--- src/rtl/pdt_pkg.sv ---
package pdt_pkg;
    timeunit 1ns;
    timeprecision 1ps;

    localparam int PRE_W   = 12;
    localparam int CTRL_W  = 26;
    localparam int SWR_BIT = 16;

    localparam int IDX_CTRL = 0;
    localparam int IDX_STAT = 1;
    localparam int IDX_LOAD = 2;
    localparam int IDX_CMP  = 3;
    localparam int IDX_CNT  = 4;

    typedef enum logic [1:0] {
        SRC_NONE  = 2'b00,
        SRC_FAST0 = 2'b01,
        SRC_FAST1 = 2'b10,
        SRC_SLOW  = 2'b11
    } src_e;

    typedef struct packed {
        src_e             src;
        logic [5:0]       spare;
        logic             ovw;
        logic             swr;
        logic [PRE_W-1:0] pre;
        logic             rld;
        logic             ie;
        logic             keep;
        logic             en;
    } ctrl_t;
endpackage

--- src/rtl/pdt_prescaler.sv ---
module pdt_prescaler
    import pdt_pkg::*;
#(
    parameter int W = PRE_W
) (
    input  logic         clk,
    input  logic         rst_n,
    input  logic         run,
    input  logic         clr,
    input  logic         tick,
    input  logic [W-1:0] pre,
    output logic         step
);
    timeunit 1ns;
    timeprecision 1ps;

    logic [W-1:0] phase_d, phase_q;
    logic         at_end;

    always_comb begin
        at_end  = (phase_q >= pre);
        step    = run && !clr && tick && at_end;
        phase_d = phase_q;
        if (clr || !run) begin
            phase_d = '0;
        end else if (tick) begin
            phase_d = at_end ? '0 : phase_q + 1'b1;
        end
    end

    always_ff @(posedge clk or negedge rst_n) begin
        if (!rst_n) phase_q <= '0;
        else        phase_q <= phase_d;
    end

    // a stopped timer restarts its prescale phase
    assert_idle_phase_R4: assert property (@(posedge clk) disable iff (!rst_n)
        !run |=> phase_q == '0);

    // with a prescale above zero, two steps never follow back to back
    assert_step_gap_R4: assert property (@(posedge clk) disable iff (!rst_n)
        (step && pre != '0) |=> (!step || pre == '0));
endmodule

--- src/rtl/pdt_counter.sv ---
module pdt_counter #(
    parameter int W = 32
) (
    input  logic         clk,
    input  logic         rst_n,
    input  logic         step,
    input  logic         swr,
    input  logic         start_load,
    input  logic         ovw_wr,
    input  logic [W-1:0] wdata,
    input  logic [W-1:0] load_val,
    input  logic         rld,
    output logic [W-1:0] cnt,
    output logic         expire
);
    timeunit 1ns;
    timeprecision 1ps;

    localparam logic [W-1:0] ALL_ONES = '1;

    logic [W-1:0] cnt_d, cnt_q;
    logic         at_zero;

    always_comb begin
        at_zero = (cnt_q == '0);
        expire  = step && at_zero && !swr;
        cnt_d   = cnt_q;
        if (swr) begin
            cnt_d = ALL_ONES;
        end else if (start_load) begin
            cnt_d = load_val;
        end else if (ovw_wr) begin
            cnt_d = wdata;
        end else if (step) begin
            if (at_zero) cnt_d = rld ? load_val : ALL_ONES;
            else         cnt_d = cnt_q - 1'b1;
        end
    end

    always_ff @(posedge clk or negedge rst_n) begin
        if (!rst_n) cnt_q <= ALL_ONES;
        else        cnt_q <= cnt_d;
    end

    assign cnt = cnt_q;

    // a plain step from a non-zero count decrements it
    assert_decrement_R6: assert property (@(posedge clk) disable iff (!rst_n)
        (step && !at_zero && !swr && !start_load && !ovw_wr)
        |=> cnt_q == $past(cnt_q) - 1'b1);

    // an expiry in reload mode takes the load value
    assert_reload_R6: assert property (@(posedge clk) disable iff (!rst_n)
        (expire && rld && !start_load && !ovw_wr) |=> cnt_q == $past(load_val));

    // an expiry in wrap mode goes to all ones
    assert_wrap_R7: assert property (@(posedge clk) disable iff (!rst_n)
        (expire && !rld && !start_load && !ovw_wr) |=> cnt_q == ALL_ONES);

    // without a step or a write the count holds
    assert_hold_R3: assert property (@(posedge clk) disable iff (!rst_n)
        (!step && !swr && !start_load && !ovw_wr) |=> $stable(cnt_q));
endmodule

--- src/rtl/pdt_regs.sv ---
module pdt_regs
    import pdt_pkg::*;
#(
    parameter int W      = 32,
    parameter int ADDR_W = 3
) (
    input  logic              clk,
    input  logic              rst_n,
    input  logic              wr,
    input  logic [ADDR_W-1:0] addr,
    input  logic [W-1:0]      wdata,
    input  logic              expire,
    output ctrl_t             ctrl,
    output logic [W-1:0]      load_val,
    output logic [W-1:0]      cmp_val,
    output logic              status,
    output logic              swr,
    output logic              start_load,
    output logic              ovw_wr
);
    timeunit 1ns;
    timeprecision 1ps;

    typedef struct packed {
        ctrl_t        ctrl;
        logic [W-1:0] load;
        logic [W-1:0] cmp;
        logic         status;
    } regs_t;

    regs_t r_d, r_q;
    logic  wr_ctrl, wr_stat, wr_load, wr_cmp;
    ctrl_t ctrl_new;

    always_comb begin
        wr_ctrl  = wr && (addr == ADDR_W'(IDX_CTRL));
        wr_stat  = wr && (addr == ADDR_W'(IDX_STAT));
        wr_load  = wr && (addr == ADDR_W'(IDX_LOAD));
        wr_cmp   = wr && (addr == ADDR_W'(IDX_CMP));
        swr      = wr_ctrl && wdata[SWR_BIT];
        ctrl_new = ctrl_t'(wdata[CTRL_W-1:0]);
        ctrl_new.swr = 1'b0;

        r_d = r_q;
        if (swr) begin
            r_d.load = '1;
            r_d.cmp  = '0;
        end
        if (wr_ctrl) r_d.ctrl = ctrl_new;
        if (wr_load) r_d.load = wdata;
        if (wr_cmp)  r_d.cmp  = wdata;
        r_d.status = swr ? 1'b0 : (expire || (r_q.status && !wr_stat));

        start_load = wr_ctrl && ctrl_new.en && (ctrl_new.src != SRC_NONE) && !ctrl_new.keep;
        ovw_wr     = wr_load && r_q.ctrl.ovw;
    end

    always_ff @(posedge clk or negedge rst_n) begin
        if (!rst_n) begin
            r_q.ctrl   <= '0;
            r_q.load   <= '1;
            r_q.cmp    <= '0;
            r_q.status <= 1'b0;
        end else begin
            r_q <= r_d;
        end
    end

    assign ctrl     = r_q.ctrl;
    assign load_val = r_q.load;
    assign cmp_val  = r_q.cmp;
    assign status   = r_q.status;

    // a status write with no expiry leaves the flag clear
    assert_clear_R8: assert property (@(posedge clk) disable iff (!rst_n)
        (wr_stat && !expire) |=> !status);

    // an expiry always leaves the flag set
    assert_set_R6: assert property (@(posedge clk) disable iff (!rst_n)
        expire |=> status);

    // a software reset restores load and compare and never stores bit 16
    assert_soft_reset_R11: assert property (@(posedge clk) disable iff (!rst_n)
        swr |=> (load_val == '1 && cmp_val == '0 && !ctrl.swr && !status));
endmodule

--- src/rtl/pdt_top.sv ---
module pdt_top
    import pdt_pkg::*;
#(
    parameter int W      = 32,
    parameter int ADDR_W = 3
) (
    input  logic              clk,
    input  logic              rst_n,
    input  logic              bus_wr,
    input  logic [ADDR_W-1:0] bus_addr,
    input  logic [W-1:0]      bus_wdata,
    output logic [W-1:0]      bus_rdata,
    input  logic              tick_fast,
    input  logic              tick_slow,
    output logic              irq
);
    timeunit 1ns;
    timeprecision 1ps;

    ctrl_t        ctrl;
    logic [W-1:0] load_val, cmp_val, cnt;
    logic         status, swr, start_load, ovw_wr, expire;
    logic         run, tick_sel, step;

    pdt_regs #(.W(W), .ADDR_W(ADDR_W)) u_regs (
        .clk        (clk),
        .rst_n      (rst_n),
        .wr         (bus_wr),
        .addr       (bus_addr),
        .wdata      (bus_wdata),
        .expire     (expire),
        .ctrl       (ctrl),
        .load_val   (load_val),
        .cmp_val    (cmp_val),
        .status     (status),
        .swr        (swr),
        .start_load (start_load),
        .ovw_wr     (ovw_wr)
    );

    always_comb begin
        run      = ctrl.en && (ctrl.src != SRC_NONE);
        tick_sel = (ctrl.src == SRC_SLOW) ? tick_slow : tick_fast;
    end

    pdt_prescaler #(.W(PRE_W)) u_pre (
        .clk   (clk),
        .rst_n (rst_n),
        .run   (run),
        .clr   (swr),
        .tick  (tick_sel),
        .pre   (ctrl.pre),
        .step  (step)
    );

    pdt_counter #(.W(W)) u_cnt (
        .clk        (clk),
        .rst_n      (rst_n),
        .step       (step),
        .swr        (swr),
        .start_load (start_load),
        .ovw_wr     (ovw_wr),
        .wdata      (bus_wdata),
        .load_val   (load_val),
        .rld        (ctrl.rld),
        .cnt        (cnt),
        .expire     (expire)
    );

    always_comb begin
        bus_rdata = '0;
        case (bus_addr)
            ADDR_W'(IDX_CTRL): bus_rdata = W'(ctrl);
            ADDR_W'(IDX_STAT): bus_rdata = W'(status);
            ADDR_W'(IDX_LOAD): bus_rdata = load_val;
            ADDR_W'(IDX_CMP):  bus_rdata = cmp_val;
            ADDR_W'(IDX_CNT):  bus_rdata = cnt;
            default:           bus_rdata = '0;
        endcase
        irq = status && ctrl.ie;
    end

    // with no clock source the counter never steps
    assert_no_source_R3: assert property (@(posedge clk) disable iff (!rst_n)
        (ctrl.src == SRC_NONE) |-> !step);
endmodule

--- config.mk ---
export PLATFORM = sky130hd
export DESIGN_NAME = pdt_top
export DESIGN_NICKNAME = d
export VERILOG_FILES = /design/src/rtl/pdt_pkg.sv /design/src/rtl/pdt_prescaler.sv /design/src/rtl/pdt_counter.sv /design/src/rtl/pdt_regs.sv /design/src/rtl/pdt_top.sv
export SDC_FILE = /design/constraint.sdc
export NUM_CORES = 1
export LEC_CHECK = 0
export BUFFER_PORTS_ARGS = -buffer_cell sky130_fd_sc_hd__buf_2
export CAP_MARGIN = 40
export CORE_MARGIN = 4
export CORE_UTILIZATION = 40
export CTS_CLUSTER_SIZE = 16
export DETAILED_ROUTE_END_ITERATION = 7
export PLACE_DENSITY = 0.69
export SYNTH_ARGS = -nofsm -noshare
export SYNTH_HDL_FRONTEND = slang
export SYNTH_HIERARCHICAL = 1
export SYNTH_SLANG_ARGS = --single-unit
--- constraint.sdc ---
create_clock -name clk -period 9.6 [get_ports clk]
set_clock_uncertainty 0.15 [all_clocks]
set_input_delay 0.48 -clock clk [delete_from_list [all_inputs] [get_ports clk]]
set_output_delay 0.48 -clock clk [all_outputs]
set_load 0.01 [all_outputs]
==> run_results.csv, run 1 <==
group,metric,value,unit
cts,cts_tree,"yes",
die,die_y,152,um
power,seqPwrFrac,43.8,%
synth,ys_types,76,
global_route,grt_pass1_vias,7086,
die,die_area,23000,um2
power,p_comb_share,20.0,%
power,leakagePower,0.00423,uW
layout,drive_gt1_share,26.0,%
place,place_inst,1129,
routing,wirelength,25.0,mm
timing,fmax,244,MHz
timing,setup_violations,0,
hold_path,whs_path_depth,2,
timing,hold_viol_final,0,
die,fp-row-count,52,
synth,ys_warn_count,6,
place,routabilityCongestion,0.953,
layout,nets,934,
synth,synth_area_leader_cell,"dfrtp_1",
synth,synthArstFlopShare,100,%
worst_setup_path,r2r-start,"u_regs/ctrl[13]",
die,fp.coreArea,20300,um2
layout,area_growth,14.3,%
timing,finalSetupTns,0,ps
place,io_buffers,72,
cts,clockBufferDepth,2,
power,peakVddDrop,0.128,mV
cts,cts_root_buf,"clkbuf_16",
synth,synth-edff-count,0,
worst_setup_path,startpoint_type,"register",
routing,vias_per_cell,6.18,
timing,min_period_over_period,42.6,%
routing,drt_pass1_iterations,6,
timing,slew_headroom,37.6,%
global_route,grt_max_degree,85,
cts,clock_sinks,134,
routing,drt_iter0_drc,832,
synth,yosysMostFrequentCell,"dfrtp_1",
worst_setup_path,r2r-end,"u_cnt/cnt[19]",
timing,worst_slew_pin_slew,935,ps
routing,vias,7187,
place,dpl.hpwl,17.2,mm
global_route,antenna_found_initial,1,
worst_setup_path,crit_end,"u_cnt/cnt[19]",
synth,ys_seq_elements,134,
worst_setup_path,crit_required,9790,ps
die,start_util,40.7,%
synth,synth_top_flop_cell,"dfrtp_1",
layout,final_cells,1163,
worst_setup_path,criticalPathCategory,"register to register",
synth,ys_seq_area_share,41.6,%
cts,clkTransAtPathRegs,60,ps
worst_setup_path,end_kind,"register",
routing,drc,0,
timing,slew_viol_final,0,
run,maxCapViolCount,0,
cts,worstSkewPairLatency,420,ps
synth,synthCells,828,
power,clkPwrFrac,36.1,%
timing,fin_ws,5510,ps
power,total_power,2050,uW
cts,h-tree-depth,4,
global_route,overflow,0,
timing,period_needed,4090,ps
worst_setup_path,crit_start,"u_regs/ctrl[13]",
power,pwr_density_cell,217,nW/um2
routing,post_drt_wl_per_cell,21.5,um
status,outcome,"finished clean",
layout,fin_util,46.5,%
die,die_w,152,um
routing,antenna_left,0,
synth,synth.top_cells.by_count,"dfrtp_1 (70), dfstp_2 (64), inv_1 (50)",
power,p_sw,620,uW
synth,synth_nets,883,
power,p_int,1430,uW
timing,rsz0062_at_grt,"no",
worst_setup_path,worst-r2r-cell-count,11,
die,io_pins,73,
synth,yosys.area.top_type_share,21.2,%
cts,cts_inserted_buffers,17,
worst_setup_path,critPathMaxFanout,12,
global_route,grt_pass1_wl,39.8,mm
global_route,grt_util_all_layers,22.1,%
cts,post_cts_buffers,0,
synth,synth.top_cells.by_area,"dfrtp_1 (21%), dfstp_2 (20%), mux2i_1 (4.5%), o22a_1 (4.2%), mux2_2 (3.8%)",
power,switching_share,30.2,%
place,place_ws,5410,ps
hold_path,hold_class,"input pin to register",
worst_setup_path,r2r_slack,5510,ps
synth,synth_area,8260,um2
synth,synth.avg_cell_area,9.97,um2
worst_setup_path,cp.arrival,4290,ps
-- cells in the final DEF (no fill, tap or decap), drive strengths merged, types with 4 or more instances in the layout --
cell / n
a21o: 31
buf: 85
dfrtp: 70
nor3b: 4
o22a: 40
nand4: 7
mux2: 28
xor2: 15
clkbuf: 20
bufinv: 6
o22ai: 29
nor4: 13
nand2: 48
o21ai: 34
nand3b: 11
xnor2: 8
dfstp: 64
or3: 8
clkinv: 4
a22o: 33
mux2i: 37
or4: 5
nand2b: 9
o211ai: 4
nand3: 15
ha: 15
nor3: 22
nor2: 48
o221ai: 4
o32ai: 25
a221oi: 5
a21oi: 24
a211oi: 13
a31oi: 8
inv: 50
-- per-layer routing --
| layer | vias to the layer above | wire (um) | track usage (%) |
|---|---|---|---|
| li1 | 3243 | - | - |
| met1 | 3600 | 11100 | 31.2 |
| met2 | 309 | 11700 | 34.7 |
| met3 | 35 | 1740 | 4.40 |
| met4 | 0 | 401 | 5.93 |
| met5 | - | 0 | 0 |
-- critical path, cell delays in order, from the launching register on --
cell and delay, ps:
dfrtp_1 360, inv_1 60, ha_1 310, a21o_1 190, a21o_1 200, a2111oi_4 760
a21oi_1 410, o21ai_1 580, nor2_1 140, a32oi_1 500, o22ai_1 160, a31oi_1 170
-- area by class of cell --
cell class / instances / area [um2]
fillers: 1918 / 10900
multi-input cells: 590 / 4310
flip-flops and latches: 134 / 3430
repair buffers: 86 / 500
clock buffers: 20 / 437
well taps: 270 / 338
clock inverters: 12 / 226
inverters: 50 / 188
diodes: 1 / 2.50
-- worst min-delay path by stage --
stage | start | endpoint | slack [ps]
2_1_floorplan | rst_n | u_pre/phase_q[0] | 30
3_3_place_gp | u_regs/cmp_val[30] | u_regs/cmp_val[30] | 330
3_5_place_dp | u_regs/cmp_val[15] | u_regs/cmp_val[15] | 330
4_1_cts | bus_wdata[28] | u_regs/cmp_val[28] | 160
5_1_grt | bus_wdata[28] | u_regs/cmp_val[28] | 170
6_report | bus_wdata[28] | u_regs/cmp_val[28] | 180
-- sequential cells by signal (all words and copies together), names as in the netlist --
signal           cells
u_regs/cmp_val      32
u_pre/phase_q       12
u_regs/load_val     32
u_regs/ctrl         25
u_cnt/cnt           32
u_regs/status        1
-- per-stage QoR --
step	cell area, um2	hold WS, ps
floorplan	8260	34.4
global placement	8700	332
detailed placement	8760	334
CTS	9440	164
global route	9440	174
finish	9440	178
-- power by group through the flow --
stage               clock [uW]  sequential [uW]  combinational [uW]
finish                     740              898                 410
global route               775              918                 455
CTS                        751              892                 409
detailed placement           0              899                 405
global placement             0              897                 392
floorplan                    0              838                 309
-- kinds of logic after synthesis --
family                   count (synthesis)  synth area share, %
buffers and inverters                  104                 6.27
flip-flops                             134                 41.6
adder cells (fa/ha/maj)                 15                 2.27
XOR/XNOR                                23                 2.44
AND/OR/NAND/NOR                        210                 14.0
AO/OA/AOI/OAI                          276                 25.1
other                                    1               0.0454
multiplexers                            65                 8.30
-- what timing repair did --
action	CTS	global route
hold buffers	1	0
gates resized for setup	0	0
hold endpoints to repair	25	0
Note: power is estimated with default switching activity, not from simulation.
==> run 2, diff against run 1 <==
--- a/config.mk
+++ b/config.mk
@@ -5,13 +5,14 @@
 export SDC_FILE = /design/constraint.sdc
 export NUM_CORES = 1
 export LEC_CHECK = 0
+export ABC_AREA = 1
 export BUFFER_PORTS_ARGS = -buffer_cell sky130_fd_sc_hd__buf_2
 export CAP_MARGIN = 40
 export CORE_MARGIN = 4
 export CORE_UTILIZATION = 40
 export CTS_CLUSTER_SIZE = 16
 export DETAILED_ROUTE_END_ITERATION = 7
-export PLACE_DENSITY = 0.69
+export PLACE_DENSITY = 0.71
 export SYNTH_ARGS = -nofsm -noshare
 export SYNTH_HDL_FRONTEND = slang
 export SYNTH_HIERARCHICAL = 1
==> constraint.sdc (replaced) <==
create_clock -name clk -period 3.6 [get_ports clk]
set_clock_uncertainty 0.15 [all_clocks]
set_input_delay 0.18 -clock clk [delete_from_list [all_inputs] [get_ports clk]]
set_output_delay 0.18 -clock clk [all_outputs]
set_load 0.01 [all_outputs]
==> run_results.csv, run 2 <==
group,metric,value,unit
layout,area_growth,13.5,%
timing,fin_ws,532,ps
worst_setup_path,r2r_slack,530,ps
synth,synth_top_flop_cell,"dfrtp_1",
global_route,grt_max_degree,78,
synth,ys_warn_count,6,
routing,vias,10084,
layout,final_cell_mix,"nand2_1 (422), nor2_1 (155), nand3_1 (134)",
synth,synth.top_cells.by_area,"dfrtp_1 (18%), dfstp_2 (17%), nand2_1 (16%), nand4_1 (8.5%), nand3_1 (6.9%)",
place,io_buffers,72,
power,leakagePower,0.00537,uW
routing,wirelength,31.2,mm
hold_path,hold_class,"input pin to register",
timing,rsz0062_at_grt,"no",
die,start_util,41.1,%
worst_setup_path,cp.arrival,3250,ps
layout,antenna_cells,0,
synth,synth.avg_cell_area,6.89,um2
synth,synth-edff-count,0,
synth,ys_seq_area_share,35.2,%
synth,synth_nets,1471,
global_route,grt_util_all_layers,23.5,%
die,fp-row-count,56,
die,die_area,26900,um2
power,pwr_density_cell,540,nW/um2
global_route,antenna_found_initial,0,
layout,drive_gt1_share,18.9,%
synth,synthArstFlopShare,100,%
synth,ys_seq_elements,134,
cts,cts_root_buf,"clkbuf_16",
timing,slew_viol_final,0,
run,maxCapViolCount,0,
die,die_w,164,um
synth,synthCells,1416,
synth,synth.top_cells.by_count,"nand2_1 (423), nor2_1 (156), nand3_1 (134)",
layout,nets,1525,
timing,min_period_over_period,85.2,%
cts,clkTransAtPathRegs,60,ps
worst_setup_path,crit_required,3780,ps
timing,slew_headroom,47.1,%
timing,period_needed,3070,ps
cts,h-tree-depth,4,
cts,clock_sinks,134,
synth,synth_compound_area_share,7.58,%
global_route,overflow,0,
synth,yosysMostFrequentCell,"nand2_1",
global_route,grt_pass1_wl,51.2,mm
synth,synth_area,9750,um2
hold_path,whs_path_depth,4,
hold_path,hold_end,"u_regs/load_val[16]",
worst_setup_path,worst-r2r-cell-count,12,
timing,worst_slew_pin_slew,791,ps
worst_setup_path,r2r-start,"u_pre/phase_q[9]",
global_route,grt_pass1_vias,9527,
routing,antenna_left,0,
cts,cts_tree,"yes",
synth,ys_types,40,
timing,finalSetupTns,0,ps
power,peakVddDrop,0.283,mV
synth,yosys.area.top_type_share,18.0,%
synth,synthAdderAreaFrac,1.92,%
synth,yosys.area_share.simple,43.0,%
layout,nFillCells,2342,
cts,clockBufferDepth,2,
worst_setup_path,end_kind,"register",
timing,setup_violations,0,
cts,cts_resized,0,
place,place_ws,610,ps
routing,drc,0,
worst_setup_path,criticalPathCategory,"register to register",
timing,hold_viol_final,0,
hold_path,min_from,"bus_wr",
worst_setup_path,r2r-end,"u_cnt/cnt[21]",
die,die_y,164,um
synth,synthMuxAreaShare,0,%
routing,drt_pass1_iterations,7,
place,routabilityCongestion,0.967,
cts,cts_inserted_buffers,17,
synth,synth_xor_area_share,1.53,%
place,dpl.hpwl,21.1,mm
worst_setup_path,critPathMaxFanout,32,
die,fp.coreArea,23800,um2
timing,fmax,326,MHz
cts,worstSkewPairLatency,430,ps
status,outcome,"finished clean",
routing,drt_iter0_drc,1134,
routing,post_drt_wl_per_cell,17.3,um
worst_setup_path,startpoint_type,"register",
layout,final_common_cell,"nand2_1",
synth,synth_top_family_by_area,"simple AND/OR/NAND/NOR gates",
routing,vias_per_cell,5.60,
die,io_pins,73,
synth,synth_area_leader_cell,"dfrtp_1",
## run 2: cell types whose count changed after synthesis, moves of 36 or more
cell     previous run  this run
nand3_1            15       134
nor2_1             48       156
a21oi_1            23        59
o22a_1             40         0
inv_1              50        99
nand2_1            47       423
mux2i_1            37         0
nand4_1             7       132
## run 2: kinds of logic (layout without fill, tap and decap cells)
logic type                 Yosys count  in the layout
and+or+nand+nor                    912            912
buffers and inverters              206            273
DFF                                134            134
AOI/OAI and AO/OA                  131            131
xor gates and xnor gates            17             17
adders and majority gates           15             15
other                                1              1
## run 2: layer usage
metal / share of wire, % / up-vias / wire length [um] / track usage, %
li1: - / 4773 / - / -
met2: 46 / 461 / 14200 / 36.9
met5: 0 / - / 0 / 0
met1: 45 / 4811 / 14100 / 33.4
met4: 1.8 / 0 / 563 / 6.37
met3: 7.6 / 39 / 2360 / 4.19
## run 2: cell type report
| type | count | area [um2] | area share [%] |
|---|---|---|---|
| flip-flops and latches | 134 | 3430 | 31.0 |
| clock buffers | 24 | 472 | 4.26 |
| clock inverters | 8 | 171 | 1.55 |
| repair buffers | 126 | 877 | 7.92 |
| well taps | 319 | 399 | 3.61 |
| inverters | 115 | 434 | 3.92 |
| multi-input cells | 1076 | 5280 | 47.7 |
## run 2: report_power, final
part	leakage, uW	switching [uW]	internal (uW)
Clock	0.000309	668	1270
Combinational	0.00348	934	602
Sequential	0.00158	471	2040
Total	0.00537	2070	3910
## run 2: worst max-delay path, stage by stage, from the launching register on
cell	delay (ps)
dfrtp_1	450
ha_1	320
nand2_1	90
nor2_2	50
nand2_2	70
nor2_2	40
nand2_2	220
a21oi_2	130
nor4_4	460
inv_2	290
nand2_4	400
a21oi_1	70
a22oi_1	190
## run 2: worst max path at each step
stage                                 from       endpoint  slack, ps  cells past startpoint
after global routing      u_pre/phase_q[9]  u_cnt/cnt[21]        300                     12
after detailed placement  u_pre/phase_q[9]  u_cnt/cnt[21]        610                     12
after floorplan            u_regs/ctrl[15]  u_cnt/cnt[11]       1250                     15
after CTS                 u_pre/phase_q[9]  u_cnt/cnt[11]        570                     12
final                     u_pre/phase_q[9]  u_cnt/cnt[21]        530                     12
after global placement    u_pre/phase_q[0]  u_cnt/cnt[21]        730                     13
## run 2: per-stage QoR
| step | cells | total power, uW | instance area (um2) | util (%) | hold WS (ps) |
|---|---|---|---|---|---|
| final | 1802 | 5980 | 11100 | 46.6 | 48.5 |
| after global routing | 1802 | 6350 | 11100 | 46.6 | 66.2 |
| after CTS | 1802 | 5990 | 11100 | 46.6 | 34.1 |
| after detailed placement | 1737 | 3990 | 10100 | 42.5 | 118 |
| after global placement | 1736 | 3950 | 10100 | 42.4 | 125 |
| after floorplan | 1416 | 3500 | 9750 | - | -266 |
## run 2: repair_timing
item / in CTS / in global routing
buffers inserted: 0 / 0
hold buffers: 33 / 0
endpoints found under the hold margin: 147 / 0
==> run 3, diff against run 2 <==
--- a/config.mk
+++ b/config.mk
@@ -9,10 +9,10 @@
 export BUFFER_PORTS_ARGS = -buffer_cell sky130_fd_sc_hd__buf_2
 export CAP_MARGIN = 40
 export CORE_MARGIN = 4
-export CORE_UTILIZATION = 40
+export CORE_UTILIZATION = 55
 export CTS_CLUSTER_SIZE = 16
 export DETAILED_ROUTE_END_ITERATION = 7
-export PLACE_DENSITY = 0.71
+export PLACE_DENSITY = 0.89
 export SYNTH_ARGS = -nofsm -noshare
 export SYNTH_HDL_FRONTEND = slang
 export SYNTH_HIERARCHICAL = 1
==> run_results.csv, run 3 (same netlist as run 2, synthesis figures left out) <==
group,metric,value,unit
status,outcome,"complete, but fails checks",
status,violations,"design-rule violations",
power,leakagePower,0.00536,uW
run,maxCapViolCount,0,
worst_setup_path,end_kind,"register",
cts,cts_root_buf,"clkbuf_16",
timing,fin_ws,510,ps
routing,post_drt_wl_per_cell,18.1,um
worst_setup_path,startpoint_type,"register",
worst_setup_path,critPathMaxFanout,32,
routing,vias,10567,
die,start_util,56.2,%
routing,wirelength,31.0,mm
timing,setup_violations,0,
worst_setup_path,criticalPathCategory,"register to register",
timing,worst_slew_pin_slew,852,ps
cts,h-tree-depth,4,
worst_setup_path,path_cells,"inv_1 -> ha_1 -> nand2_1 -> nor2_2 -> nand2_2 -> nor2_1 -> nor2_2 -> a21oi_2 -> nor4_4 -> buf_4 -> inv_2 -> nand2_4 -> a21oi_1 -> a21oi_2",
worst_setup_path,cp.arrival,3290,ps
timing,slew_headroom,43.0,%
power,peakVddDrop,0.413,mV
worst_setup_path,slowest_delay,440,ps
timing,hold_viol_final,0,
layout,ff_latch_area,3430,um2
place,dpl.hpwl,20.1,mm
power,seqPwrFrac,43.0,%
die,die_y,141,um
routing,wl_met2,14.5,mm
layout,area_growth,12.0,%
routing,vias_per_cell,6.18,
worst_setup_path,crit_buf_inv,3,
cts,cts_inserted_buffers,17,
power,p_int,3760,uW
place,routabilityCongestion,0.941,
power,p_comb_share,26.4,%
timing,min_period_over_period,85.8,%
die,fp-row-count,48,
cts,clkTransAtPathRegs,60,ps
routing,drc,2,
timing,rsz0062_at_grt,"no",
die,fp.coreArea,17400,um2
timing,slew_viol_final,0,
cts,post_cts_buffers,0,
global_route,grt_pass1_vias,9990,
layout,antenna_cells,0,
layout,nets,1528,
cts,worstSkewPairLatency,430,ps
layout,drive_gt1_share,19.0,%
routing,drt_iter0_drc,1944,
place,io_buffers,72,
cts,cts_tree,"yes",
routing,met3_length,3.54,mm
die,die_w,141,um
routing,drt_pass1_iterations,8,
place,place_ws,613,ps
power,p_sw,2110,uW
global_route,overflow,0,
layout,multi_input_area,5280,um2
timing,period_needed,3090,ps
layout,final_cell_mix,"nand2_1 (423), nor2_1 (155), nand3_1 (134)",
power,clkPwrFrac,30.7,%
routing,antenna_left,0,
hold_path,hold_class,"input pin to register",
cts,clockBufferDepth,2,
timing,finalSetupTns,0,ps
cts,clock_sinks,134,
die,io_pins,73,
power,pwr_density_cell,538,nW/um2
worst_setup_path,cp_top_family,"simple AND/OR/NAND/NOR gates",
die,die_area,19900,um2
power,switching_share,36.0,%
layout,nFillCells,1478,
global_route,antenna_found_initial,0,
routing,drt-met1-wl,12.1,mm
worst_setup_path,crit_required,3800,ps
timing,fmax,324,MHz
worst_setup_path,crit_slowest_cell,"inv_2",
layout,final_common_cell,"nand2_1",
global_route,grt_pass1_wl,50.8,mm
routing,maxUsedRoutingLayer,"met4",
global_route,grt_max_degree,78,
global_route,grt_util_all_layers,31.1,%
## run 3: layout make-up
cell class,instances,share of cell area [%]
flip-flops and latches,134,31.4
clock buffers,23,4.28
inverters,115,3.97
repair buffers,129,8.26
well taps,225,2.58
clock inverters,9,1.17
multi-input cells,1076,48.3
## run 3: timing repair
item                      CTS  global route
hold buffers               34             0
resized for setup           0             0
hold endpoints to repair  152             0
## run 3: worst reg2reg max path, stage by stage, from the launching register on
cell,delay (ps)
dfrtp_1,370
inv_1,50
ha_1,290
nand2_1,80
nor2_2,140
nand2_2,70
nor2_1,120
nor2_2,70
a21oi_2,220
nor4_4,50
buf_4,180
inv_2,440
nand2_4,380
a21oi_1,300
a21oi_2,90
## run 3: worst paths after layout
path	start	end	slack (ps)	cells past startpoint
setup / recovery	u_regs/ctrl[15]	u_cnt/cnt[2]	510	14
max in group asynchronous	rst_n	u_regs/load_val[19]	2260	3
min in group asynchronous	rst_n	u_regs/cmp_val[27]	200	2
hold / removal	bus_wr	u_regs/load_val[16]	40	4
hold reg to reg	u_regs/load_val[3]	u_regs/load_val[3]	340	2
setup reg to reg	u_regs/ctrl[15]	u_cnt/cnt[2]	510	14
## run 3: power groups by stage
stage	registers [uW]	logic [uW]	clock network (uW)
after global routing	2570	1740	1880
after CTS	2500	1510	1810
after detailed placement	2520	1470	0
final	2520	1550	1800
after floorplan	2350	1140	0
after global placement	2510	1410	0
## run 3: through the flow
step / power [uW] / hold WS, ps / std cells / util (%) / cell area (um2)
2_1_floorplan: 3500 / -266 / 1416 / - / 9750
3_3_place_gp: 3910 / 111 / 1644 / 57.5 / 9980
3_5_place_dp: 3980 / 115 / 1645 / 57.6 / 9990
4_1_cts: 5830 / 21.2 / 1711 / 63.0 / 10900
5_1_grt: 6190 / 58.2 / 1711 / 63.0 / 10900
6_report: 5870 / 43.1 / 1711 / 63.0 / 10900
## run 3: routing by layer
layer | vias up | GRT usage (%)
met2 | 760 | 50.1
met3 | 114 | 7.33
met5 | - | 0
met4 | 0 | 10.2
li1 | 4786 | -
met1 | 4907 | 41.6
